==> src/rtl/lemu_pkg.sv <==
`timescale 1ns/1ps
package lemu_pkg;

  // Source of the unforced output value.
  typedef enum logic {
    SRC_HOLD = 1'b0,
    SRC_DATA = 1'b1
  } src_sel_e;

  // Maps a control level onto its active-high meaning.
  function automatic logic lvl_to_active(input logic lvl, input logic act_high);
    return act_high ? lvl : ~lvl;
  endfunction

endpackage

==> src/rtl/lemu_pol_norm.sv <==
`timescale 1ns/1ps
module lemu_pol_norm #(
  parameter int   WIDTH    = 8,
  parameter logic ACT_HIGH = 1'b1
) (
  input  logic [WIDTH-1:0] raw_i,
  output logic [WIDTH-1:0] act_o
);

  // One normaliser per bit, so the polarity choice is made at elaboration.
  for (genvar b = 0; b < WIDTH; b++) begin : g_bit
    assign act_o[b] = lemu_pkg::lvl_to_active(raw_i[b], ACT_HIGH);
  end

endmodule

==> src/rtl/lemu_hold_reg.sv <==
`timescale 1ns/1ps
module lemu_hold_reg #(
  parameter int               WIDTH      = 8,
  parameter logic [WIDTH-1:0] INIT_MASK  = '1,
  parameter logic [WIDTH-1:0] INIT_VALUE = '0
) (
  input  logic             clk,
  input  logic             rst_n,
  input  logic [WIDTH-1:0] cur_q_i,
  output logic [WIDTH-1:0] held_q_o
);

  logic [WIDTH-1:0] held_nxt;

  // Next-state process: the held copy takes the present output on each edge.
  always_comb begin
    held_nxt = cur_q_i;
  end

  for (genvar b = 0; b < WIDTH; b++) begin : g_bit
    if (INIT_MASK[b]) begin : g_rst
      // Bit with a defined start value: asynchronous reset to that value.
      always_ff @(posedge clk or negedge rst_n) begin
        if (!rst_n) held_q_o[b] <= INIT_VALUE[b];
        else        held_q_o[b] <= held_nxt[b];
      end
    end else begin : g_norst
      // Bit without a start value: no reset, unknown until first written.
      always_ff @(posedge clk) begin
        held_q_o[b] <= held_nxt[b];
      end
    end
  end

endmodule

==> src/rtl/lemu_merge.sv <==
`timescale 1ns/1ps
module lemu_merge #(
  parameter int   WIDTH      = 8,
  parameter logic HAS_SETCLR = 1'b1
) (
  input  logic                clk,
  input  logic                rst_n,
  input  lemu_pkg::src_sel_e  sel_i,
  input  logic [WIDTH-1:0]    d_i,
  input  logic [WIDTH-1:0]    held_i,
  input  logic [WIDTH-1:0]    set_act_i,
  input  logic [WIDTH-1:0]    clr_act_i,
  output logic [WIDTH-1:0]    q_o
);
  import lemu_pkg::*;

  localparam logic [WIDTH-1:0] OVR_EN = HAS_SETCLR ? {WIDTH{1'b1}} : {WIDTH{1'b0}};

  logic [WIDTH-1:0] pick;
  logic [WIDTH-1:0] set_eff;
  logic [WIDTH-1:0] clr_eff;

  always_comb begin
    pick    = (sel_i == SRC_DATA) ? d_i : held_i;
    set_eff = set_act_i & OVR_EN;
    clr_eff = clr_act_i & OVR_EN;
    // The clear is applied last, so it wins over the set.
    q_o     = (pick | set_eff) & ~clr_eff;
  end

  if (HAS_SETCLR) begin : g_ovr_chk
    assert_set_forces_R4: assert property (@(posedge clk) disable iff (!rst_n)
      ((q_o & set_act_i & ~clr_act_i) == (set_act_i & ~clr_act_i)))
      else $error("R4 set bit not driven high");
    assert_clr_wins_R5: assert property (@(posedge clk) disable iff (!rst_n)
      ((q_o & clr_act_i) == '0))
      else $error("R5 cleared bit not low");
  end else begin : g_noovr_chk
    assert_ovr_ignored_R8: assert property (@(posedge clk) disable iff (!rst_n)
      (sel_i == SRC_HOLD) |-> (q_o === held_i))
      else $error("R8 force inputs reached output");
  end

endmodule

==> src/rtl/level_latch_emu.sv <==
`timescale 1ns/1ps
module level_latch_emu #(
  parameter int               WIDTH      = 8,
  parameter logic             EN_HIGH    = 1'b1,
  parameter logic             SET_HIGH   = 1'b1,
  parameter logic             CLR_HIGH   = 1'b1,
  parameter logic             HAS_SETCLR = 1'b1,
  parameter logic [WIDTH-1:0] INIT_MASK  = '1,
  parameter logic [WIDTH-1:0] INIT_VALUE = '0
) (
  input  logic             clk,
  input  logic             rst_n,
  input  logic             en_i,
  input  logic [WIDTH-1:0] d_i,
  input  logic [WIDTH-1:0] set_i,
  input  logic [WIDTH-1:0] clr_i,
  output logic [WIDTH-1:0] q_o
);
  import lemu_pkg::*;

  logic [0:0]       en_raw;
  logic [0:0]       en_act;
  logic [WIDTH-1:0] set_act;
  logic [WIDTH-1:0] clr_act;
  logic [WIDTH-1:0] held_q;
  src_sel_e         sel;

  assign en_raw = en_i;

  lemu_pol_norm #(.WIDTH(1), .ACT_HIGH(EN_HIGH)) u_en_norm (
    .raw_i (en_raw),
    .act_o (en_act)
  );

  lemu_pol_norm #(.WIDTH(WIDTH), .ACT_HIGH(SET_HIGH)) u_set_norm (
    .raw_i (set_i),
    .act_o (set_act)
  );

  lemu_pol_norm #(.WIDTH(WIDTH), .ACT_HIGH(CLR_HIGH)) u_clr_norm (
    .raw_i (clr_i),
    .act_o (clr_act)
  );

  always_comb begin
    sel = en_act[0] ? SRC_DATA : SRC_HOLD;
  end

  lemu_merge #(.WIDTH(WIDTH), .HAS_SETCLR(HAS_SETCLR)) u_merge (
    .clk       (clk),
    .rst_n     (rst_n),
    .sel_i     (sel),
    .d_i       (d_i),
    .held_i    (held_q),
    .set_act_i (set_act),
    .clr_act_i (clr_act),
    .q_o       (q_o)
  );

  lemu_hold_reg #(.WIDTH(WIDTH), .INIT_MASK(INIT_MASK), .INIT_VALUE(INIT_VALUE)) u_hold (
    .clk      (clk),
    .rst_n    (rst_n),
    .cur_q_i  (q_o),
    .held_q_o (held_q)
  );

  // Bits not forced in this cycle.
  logic [WIDTH-1:0] free_m;
  assign free_m = HAS_SETCLR ? ~(set_act | clr_act) : {WIDTH{1'b1}};

  assert_transparent_R1: assert property (@(posedge clk) disable iff (!rst_n)
    (en_i == EN_HIGH) |-> ((q_o & free_m) === (d_i & free_m)))
    else $error("R1 output not following data");

  assert_opaque_R2: assert property (@(posedge clk) disable iff (!rst_n)
    (en_i != EN_HIGH) |-> ((q_o & free_m) === (held_q & free_m)))
    else $error("R2 output not holding");

  assert_reload_R9: assert property (@(posedge clk) disable iff (!rst_n)
    $past(rst_n) |-> (held_q === $past(q_o)))
    else $error("R9 held copy missed reload");

  assert_init_R7: assert property (@(posedge clk) disable iff (!rst_n)
    $rose(rst_n) |-> (((held_q ^ INIT_VALUE) & INIT_MASK) == '0))
    else $error("R7 start value lost");

endmodule

==> config.mk <==
export PLATFORM = sky130hd
export DESIGN_NAME = level_latch_emu
export DESIGN_NICKNAME = d
export VERILOG_FILES = /design/src/rtl/lemu_pkg.sv /design/src/rtl/lemu_pol_norm.sv /design/src/rtl/lemu_hold_reg.sv /design/src/rtl/lemu_merge.sv /design/src/rtl/level_latch_emu.sv
export SDC_FILE = /design/constraint.sdc
export NUM_CORES = 1
export LEC_CHECK = 0
export BUFFER_PORTS_ARGS = -buffer_cell sky130_fd_sc_hd__buf_2
export CORE_MARGIN = 4
export CORE_UTILIZATION = 36
export CTS_CLUSTER_DIAMETER = 200
export CTS_CLUSTER_SIZE = 14
export DETAILED_ROUTE_END_ITERATION = 10
export PLACE_DENSITY = 0.76
export REMOVE_ABC_BUFFERS = 1
export SYNTH_ARGS = -nofsm -noshare
export SYNTH_HDL_FRONTEND = slang
export SYNTH_HIERARCHICAL = 1
export SYNTH_SLANG_ARGS = --single-unit
==> constraint.sdc <==
create_clock -name clk -period 1.5 [get_ports clk]
set_input_delay 0.3 -clock clk [delete_from_list [all_inputs] [get_ports clk]]
set_output_delay 0.3 -clock clk [all_outputs]
set_load 0.03 [all_outputs]
==> impl_metrics.tcl <==
set metrics [dict create \
    drv_slew 0 \
    power_density_nw_per_um2 906 \
    syn_area_sq_um 489 \
    area_growth_pct 16.9 \
    crit_top_cell "buf_2" \
    grt_pass1_vias 366 \
    clk_latency_ns 0.25 \
    crit_chain "buf_2 > mux2i_1 > a21oi_1 > buf_2" \
    largest_register "u_hold/held_q_o" \
    worst_setup_path_start_kind "input pin" \
    clock_skew_ns 0 \
    antenna_found_initial 0 \
    design_area_sq_um 572 \
    antenna_cells 0 \
    hold_viol 0 \
    cts-buffers-inserted 3 \
    worstMarginPinSlew_ns 0.241 \
    core_sq_um 1280 \
    hpwl_um 753 \
    critPathKind "in -> out" \
    avgSynthCellArea_sq_um 9.78 \
    largest_reg_flops 8 \
    ios 35 \
    reg2regPathDepth 2 \
    synth_area_leaders "dfrtp_1 (41%), buf_4 (26%), mux2i_1 (16%)" \
    grt-ovfl-total 0 \
    irDropWorstVdd_uv 414 \
    clockBufferDepth 2 \
    min_from "clr_i[4]" \
    maxUsedRoutingLayer "met4" \
    dieHeight_um 44.9 \
    synth_cells 50 \
    status "finished clean" \
    hold_path.class "in -> reg" \
    die_w_um 44.9 \
    cts_resized 0 \
    timing.setup.tns_ns 0 \
    root_buffer "clkbuf_4" \
    timing.rr.start "u_hold/held_q_o[5]" \
    cts_tree "built" \
    track_usage_pct 10.5 \
    reg2reg_slack_ns 0.80 \
    drive_gt1_share_pct 52.9 \
    io_buffers 34 \
    slowest_delay_ns 0.23 \
    drc 0 \
    synth_warnings 6 \
    cts_setup_buffers 0 \
    ys_ff_latch 8 \
    leakage_nw 0.357 \
    routed_wirelength_um 895 \
    place_inst 81 \
    fin_nets 99 \
    met3WireLength_um 104 \
    wl_met1_um 305 \
    netlist.area_leader.share_pct 40.9 \
    grt_first_pass_wirelength_um 1440 \
    slowest_stage "buf_2" \
    path_max_fanout 8 \
    cp-end-kind "primary output" \
    ant_nets 0 \
    slew_headroom_pct 83.9 \
    hold_depth 2 \
    p_total_mw 0.518 \
    cp_data_required_time_ns 1.20 \
    drtIter0Drc 0 \
    max_clock_freq_ghz 0.731 \
    fp.dieArea_sq_um 2010 \
    final.period_utilization_pct 91.2 \
    grt_max_degree 9 \
    cts_max_level 1 \
    clock_sinks 8 \
    crit_arrival_ns 1.07 \
    post-synth-top-area-cell "dfrtp_1" \
    routabilityCongestion 0.588 \
    min_period_ns 1.37 \
    start_util_pct 38.1 \
    n_fill_cell 130 \
    fin_cells 85 \
    rsz0062_at_grt "no" \
    synth.distinct_cells 6 \
    path_clk_slew_ns 0.05 \
    vias_per_cell 4.19 \
    largestRegisters "u_hold/held_q_o x8" \
    routedWlPerCell_um 10.5 \
    maxCapViolCount 0 \
    r2r_end "u_hold/held_q_o[5]" \
    vias 356 \
    drt-pass1-iter-count 1 \
    ys_seq_area_share_pct 40.9 \
    rows 13 \
    report.final.setup_viol 0 \
    hold_end "u_hold/held_q_o[4]" \
    placed_area_sq_um 539 \
    met2_length_um 474 \
]
area by class of cell:
type                    instances  area (sq um)  area share, %
flip-flops and latches          8           200           35.0
inverters                       8          30.0           5.25
clock buffers                   3          22.5           3.94
multi-input cells              16           120           21.0
repair buffers                 35           180           31.5
well taps                      15          18.8           3.28
cells in the mapped netlist:
master / n
buf_4: 17
buf_6: 1
dfrtp_1: 8
mux2i_1: 8
inv_1: 8
a21oi_1: 8
per-stage QoR:
stage / worst slack, ns / hold WS (ns) / util [%]
5_1_grt: 0.0239 / 0.187 / 44.5
6_report: 0.132 / 0.200 / 44.5
3_5_place_dp: 0.115 / 0.152 / 42.0
3_3_place_gp: 0.151 / 0.153 / 42.0
2_1_floorplan: 0.263 / 0.00441 / -
4_1_cts: 0.110 / 0.182 / 44.5
logic make-up after synthesis:
logic type	share of synthesized area (%)
mux	16.4
flops	40.9
buf+inv	34.5
compound gates	8.18
metal layers:
metal / vias to the layer above / GRT usage [%]
li1: 182 / -
met1: 152 / 9.98
met2: 20 / 17.5
met3: 2 / 4.38
met4: 0 / 8.77
met5: - / 0
layout by cell type, fill, tap and decap left out:
cell           count
clkbuf_4           3
mux2i_1            8
dlygate4sd3_1      1
inv_1              8
buf_2             34
a21oi_1            8
dfrtp_1            8
worst max-delay path: cells and delay by family:
| family | cells | cell delay [ns] |
|---|---|---|
| muxes | 1 | 0.11 |
| AOI/OAI and AO/OA | 1 | 0.20 |
| buffers and inverters | 2 | 0.46 |
how the worst max path moves through the flow:
stage	to	slack, ns	startpoint	cells after the start
5_1_grt	q_o[3]	0.02	u_hold/held_q_o[3]	3
3_5_place_dp	q_o[5]	0.11	en_i	4
6_report	q_o[6]	0.13	en_i	4
4_1_cts	q_o[5]	0.11	en_i	4
3_3_place_gp	q_o[7]	0.15	en_i	4
2_1_floorplan	q_o[0]	0.26	en_i	2
power breakdown:
part / internal, mW / switching [mW]
logic: 0.0526 / 0.0692
registers: 0.231 / 0.00344
clock network: 0.0914 / 0.0701
timing repair:
action / in CTS / in global routing
endpoints found under the hold margin: 8 / 0
hold buffers: 1 / 0
endpoints found under the setup margin: 0 / 0
Note: power is estimated with default switching activity, not from simulation.
